<file path="src/rtl/uart_bus_pkg.sv">
package uart_bus_pkg;

  typedef enum logic [1:0] {
    ACC_IDLE = 2'd0,
    ACC_RD   = 2'd1,
    ACC_WR   = 2'd2
  } acc_kind_e;

  // Classify one cycle's request; write wins when both strobes are high.
  function automatic acc_kind_e classify(input logic sel, input logic rd, input logic wr);
    if (!sel)    return ACC_IDLE;
    else if (wr) return ACC_WR;
    else if (rd) return ACC_RD;
    else         return ACC_IDLE;
  endfunction

endpackage

</file>
<file path="src/rtl/bus_latch.sv">
module bus_latch #(
  parameter int W = 6
) (
  input  logic         clk,
  input  logic         rst_n,
  input  logic         strobe_n,
  input  logic [W-1:0] live,
  output logic [W-1:0] eff
);

  logic [W-1:0] hold_q;
  logic [W-1:0] hold_d;
  logic         hold_en;

  // Track the inputs while the strobe is low; freeze once it is high.
  always_comb begin
    hold_en = ~strobe_n;
    hold_d  = hold_q;
    if (hold_en) hold_d = live;
  end

  always_ff @(posedge clk or negedge rst_n) begin
    if (!rst_n) hold_q <= '0;
    else        hold_q <= hold_d;
  end

  assign eff = strobe_n ? hold_q : live;

endmodule

</file>
<file path="src/rtl/cs_decode.sv">
module cs_decode #(
  parameter int          N   = 3,
  parameter logic [N-1:0] POL = 3'b011
) (
  input  logic [N-1:0] cs,
  output logic         sel
);

  logic [N-1:0] match;

  for (genvar i = 0; i < N; i++) begin : g_line
    if (POL[i]) begin : g_hi
      assign match[i] = cs[i];
    end else begin : g_lo
      assign match[i] = ~cs[i];
    end
  end

  assign sel = &match;

endmodule

</file>
<file path="src/rtl/access_ctrl.sv">
module access_ctrl
  import uart_bus_pkg::*;
#(
  parameter int DW = 8
) (
  input  logic          clk,
  input  logic          rst_n,
  input  logic          sel,
  input  logic          rd,
  input  logic          wr,
  input  logic [DW-1:0] din,
  output logic          rd_pulse,
  output logic          wr_pulse,
  output logic [DW-1:0] wdata,
  output logic          doe,
  output logic          drv_dis_n
);

  logic          rd_q, wr_q;
  logic          rd_pulse_d, wr_pulse_d, doe_d;
  logic [DW-1:0] wdata_d;
  acc_kind_e     kind;

  always_comb begin
    kind       = classify(sel, rd, wr);
    wr_pulse_d = (kind == ACC_WR) && !wr_q;
    rd_pulse_d = (kind == ACC_RD) && !rd_q;
    doe_d      = (kind == ACC_RD);
    wdata_d    = wdata;
    if (wr_pulse_d) wdata_d = din;
  end

  always_ff @(posedge clk or negedge rst_n) begin
    if (!rst_n) begin
      rd_q      <= 1'b0;
      wr_q      <= 1'b0;
      rd_pulse  <= 1'b0;
      wr_pulse  <= 1'b0;
      wdata     <= '0;
      doe       <= 1'b0;
      drv_dis_n <= 1'b1;
    end else begin
      rd_q      <= rd;
      wr_q      <= wr;
      rd_pulse  <= rd_pulse_d;
      wr_pulse  <= wr_pulse_d;
      wdata     <= wdata_d;
      doe       <= doe_d;
      drv_dis_n <= ~doe_d;
    end
  end

endmodule

</file>
<file path="src/rtl/uart_bus_front.sv">
module uart_bus_front #(
  parameter int AW = 3,
  parameter int DW = 8
) (
  input  logic          clk,
  input  logic          rst_n,
  input  logic [AW-1:0] addr_i,
  input  logic          cs0_i,
  input  logic          cs1_i,
  input  logic          cs2_i,
  input  logic          strobe_n_i,
  input  logic          rd_i,
  input  logic          wr_i,
  input  logic [DW-1:0] din_i,
  input  logic [DW-1:0] reg_rdata_i,
  output logic [AW-1:0] reg_addr_o,
  output logic          reg_sel_o,
  output logic          reg_rd_o,
  output logic          reg_wr_o,
  output logic [DW-1:0] reg_wdata_o,
  output logic [DW-1:0] dout_o,
  output logic          doe_o,
  output logic          drv_dis_n_o
);

  localparam int           NCS   = 3;
  localparam logic [NCS-1:0] CSPOL = 3'b011;
  localparam int           LW    = AW + NCS;

  // Reset: asserted at once, released on a clock edge.
  logic rst_s1, rst_s2;
  always_ff @(posedge clk or negedge rst_n) begin
    if (!rst_n) begin
      rst_s1 <= 1'b0;
      rst_s2 <= 1'b0;
    end else begin
      rst_s1 <= 1'b1;
      rst_s2 <= rst_s1;
    end
  end

  logic [LW-1:0]  live_sel, eff_sel;
  logic [AW-1:0]  eff_addr;
  logic [NCS-1:0] eff_cs;
  logic           dev_sel;

  assign live_sel = {cs2_i, cs1_i, cs0_i, addr_i};

  bus_latch #(.W(LW)) u_latch (
    .clk      (clk),
    .rst_n    (rst_s2),
    .strobe_n (strobe_n_i),
    .live     (live_sel),
    .eff      (eff_sel)
  );

  assign eff_addr = eff_sel[AW-1:0];
  assign eff_cs   = eff_sel[LW-1:AW];

  cs_decode #(.N(NCS), .POL(CSPOL)) u_dec (
    .cs  (eff_cs),
    .sel (dev_sel)
  );

  logic [AW-1:0] addr_d;
  logic          sel_d;
  always_comb begin
    addr_d = eff_addr;
    sel_d  = dev_sel;
  end

  always_ff @(posedge clk or negedge rst_s2) begin
    if (!rst_s2) begin
      reg_addr_o <= '0;
      reg_sel_o  <= 1'b0;
    end else begin
      reg_addr_o <= addr_d;
      reg_sel_o  <= sel_d;
    end
  end

  access_ctrl #(.DW(DW)) u_acc (
    .clk       (clk),
    .rst_n     (rst_s2),
    .sel       (dev_sel),
    .rd        (rd_i),
    .wr        (wr_i),
    .din       (din_i),
    .rd_pulse  (reg_rd_o),
    .wr_pulse  (reg_wr_o),
    .wdata     (reg_wdata_o),
    .doe       (doe_o),
    .drv_dis_n (drv_dis_n_o)
  );

  assign dout_o = doe_o ? reg_rdata_i : '0;

endmodule

</file>
<file path="config.mk">
export PLATFORM = sky130hd
export DESIGN_NAME = uart_bus_front
export DESIGN_NICKNAME = d
export VERILOG_FILES = /design/src/rtl/uart_bus_pkg.sv /design/src/rtl/bus_latch.sv /design/src/rtl/cs_decode.sv /design/src/rtl/access_ctrl.sv /design/src/rtl/uart_bus_front.sv
export SDC_FILE = /design/constraint.sdc
export NUM_CORES = 1
export LEC_CHECK = 0
export BUFFER_PORTS_ARGS = -buffer_cell sky130_fd_sc_hd__buf_4
export CORE_UTILIZATION = 40
export CTS_BUF_LIST = sky130_fd_sc_hd__clkbuf_2 sky130_fd_sc_hd__clkbuf_4 sky130_fd_sc_hd__clkbuf_8
export CTS_CLUSTER_SIZE = 14
export DETAILED_ROUTE_END_ITERATION = 8
export GPL_TIMING_DRIVEN = 0
export PLACE_DENSITY = 0.71
export SYNTH_ARGS = -nofsm -noshare
export SYNTH_HDL_FRONTEND = slang
export SYNTH_SLANG_ARGS = --single-unit
</file>
<file path="constraint.sdc">
create_clock -name clk -period 1.2 [get_ports clk]
set_input_delay 0 -clock clk [delete_from_list [all_inputs] [get_ports clk]]
set_output_delay 0 -clock clk [all_outputs]
set_load 0.03 [all_outputs]
</file>
==> impl_metrics.json <==
{
  "status": "complete, but fails checks",
  "violations": "setup timing",
  "worstReg2RegStart": "u_latch.hold_q[5]$_DFF_PN0_",
  "hold_class": "in2reg",
  "r2r_cells": 4,
  "stdcell_area_um2": 1620,
  "dp_cells": 135,
  "core_um2": 2040,
  "hold_start": "cs0_i",
  "area_growth_pct": 78.9,
  "routabilityCongestion": 0.691,
  "clock_skew_ns": 0.00799,
  "nets": 163,
  "period_share_pct": 122,
  "finalMaxSlewViolations": 0,
  "use_met3_pct": 3.70,
  "busiest_layer": "met2",
  "hold_viol_final": 0,
  "wire_per_inst_um": 14.0,
  "first_global_vias": 744,
  "p_leak_nw": 0.811,
  "yosysUniqueCellTypes": 15,
  "end_kind": "register",
  "clkTransAtPathRegs_ns": 0.12,
  "grt_max_degree": 22,
  "hold_depth": 3,
  "io_pins": 51,
  "syn_nets": 86,
  "setup_viol": 11,
  "cts_tree": "yes",
  "reg2reg_slack_ns": -0.27,
  "grt_antenna_before_repair": 0,
  "grt_pass1_wl_mm": 3.41,
  "worstReg2RegEnd": "u_acc.wdata[3]$_DFFE_PN0P_",
  "final_common_cell": "buf_4",
  "met2_usage_pct": 33.6,
  "power.density_nw_per_um2": 1270,
  "finalNonFillerCells": 162,
  "post-route-util_pct": 79.4,
  "vdd_drop_max_v": 0.00103,
  "vias": 744,
  "drive_above_1_share_pct": 59.3,
  "final_cell_mix": "buf_4, dfrtp_1, dlygate4sd3_1, and2_1, mux2_4",
  "seq_area_frac_synth_pct": 63.7,
  "rsz0062_at_grt": "yes",
  "cts_buffers": 3,
  "clockBufferDepth": 2,
  "cts-root-buf": "clkbuf_4",
  "insertion_delay_ns": 0.30,
  "p_total_mw": 2.06,
  "use_met1_pct": 22.1,
  "dr.pass1.iters": 4,
  "critical_path_arrival_ns": 1.66,
  "tightest_slew_ns": 0.825,
  "wl_mm": 2.26,
  "worst_slack_ns": -0.267,
  "min_delay_worst_endpoint": "reg_sel_o$_DFF_PN0_",
  "drt_iter0_drc": 11,
  "dieArea_um2": 2460,
  "syn_inst": 59,
  "diodes": 0,
  "drc_errors": 0,
  "post-route-min-period_ns": 1.47,
  "required_ns": 1.39,
  "placed_area_um2": 1310,
  "fp.dieH_um": 49.6,
  "finalSetupTns_ns": -2.61,
  "syn_area_um2": 906,
  "cp-start-kind": "register",
  "hold_slack_ns": 0.0193,
  "synth-seq-cells": 23,
  "ys_warn_count": 0,
  "grt_use_total_pct": 18.7,
  "path_class": "reg2reg",
  "ant_nets": 0,
  "pre_cts_ws_ns": -0.269,
  "cts.htree.levels": 1,
  "io_buffers": 49,
  "synth_area_per_cell_um2": 15.4,
  "crit_fanout": 4,
  "max_freq_mhz": 682,
  "dieWidth_um": 49.6,
  "gr-total-overflow": 0,
  "rows": 16,
  "viasPerCell": 4.59,
  "cap_violations": 0,
  "clock_sinks": 23,
  "start_util_pct": 44.4,
  "slew_headroom_pct": 45.0
}
==> cell usage after synthesis <==
cell type  instances  share of area, %
a211o_2            1               1.1
a21oi_4            1               1.8
and2_1             8               5.5
buf_4              3               2.5
buf_6              1               1.2
conb_1             1              0.41
dfrtp_1           22                61
dfstp_2            1               2.9
inv_1              2              0.83
mux2_2            14                17
nand2_1            1              0.41
nand2b_1           1              0.69
nand4b_1           1              0.97
nand4bb_4          1               3.0
nor2_1             1              0.41
==> cell type report <==
cell class	instances	area, um2
fill	133	422
multi-input combinational	30	320
sequential	23	577
buffer	4	33.8
tap	27	33.8
timing repair buffer	72	618
clock buffer	4	30.0
inverter	2	7.51
==> critical path: stages (launching register included) <==
cell	delay, ns
dfrtp_1	0.39
nand4b_1	0.25
a21oi_4	0.24
clkbuf_16	0.18
mux2_4	0.29
==> timing repair <==
item	CTS	global route
cloned	0	1
endpoints found under the hold margin	21	0
resized for setup	0	9
endpoints found under the setup margin	8	11
buffers inserted	2	1
pin swaps	1	1
hold buffers	19	0
==> metal layers <==
layer  routed length, um  part of all wire [%]
met5                   0                     0
met4                  14                  0.62
met3                 186                   8.2
met2                1190                    53
met1                 866                    38
==> flip-flops by register name (all words and copies together) (netlist names) <==
name and count:
u_acc.wr_pulse 1, rst_s1 1, u_acc.rd_pulse 1, rst_s2 1, u_latch.hold_q 6, u_acc.drv_dis_n 1
u_acc.doe 1, reg_sel_o 1, u_acc.wr_q 1, u_acc.wdata 8, u_acc.rd_q 1
==> cells by family after synthesis <==
family                 synth area share, %
flip-flops                            63.7
AO/OA/AOI/OAI                         2.90
AND/OR/NAND/NOR                       11.1
buffers and inverters                 4.56
other                                0.414
multiplexers                          17.4
==> where the power goes <==
part	internal, mW	switching, mW
Combinational	0.383	0.337
Clock	0.152	0.209
Sequential	0.892	0.0809
==> worst max path at each step <==
stage,start,to,slack [ns],cells past startpoint
6_report,u_latch.hold_q[5]$_DFF_PN0_,u_acc.wdata[3]$_DFFE_PN0P_,-0.27,4
5_1_grt,u_latch.hold_q[5]$_DFF_PN0_,u_acc.wdata[7]$_DFFE_PN0P_,-0.32,4
4_1_cts,u_latch.hold_q[5]$_DFF_PN0_,u_acc.wdata[1]$_DFFE_PN0P_,-0.21,4
3_5_place_dp,u_latch.hold_q[5]$_DFF_PN0_,u_acc.wdata[6]$_DFFE_PN0P_,-0.27,3
3_3_place_gp,u_latch.hold_q[5]$_DFF_PN0_,u_acc.wdata[4]$_DFFE_PN0P_,-0.28,3
2_1_floorplan,u_latch.hold_q[5]$_DFF_PN0_,u_acc.wdata[0]$_DFFE_PN0P_,-0.15,3
No activity file was read; power rests on OpenSTA's default activity.
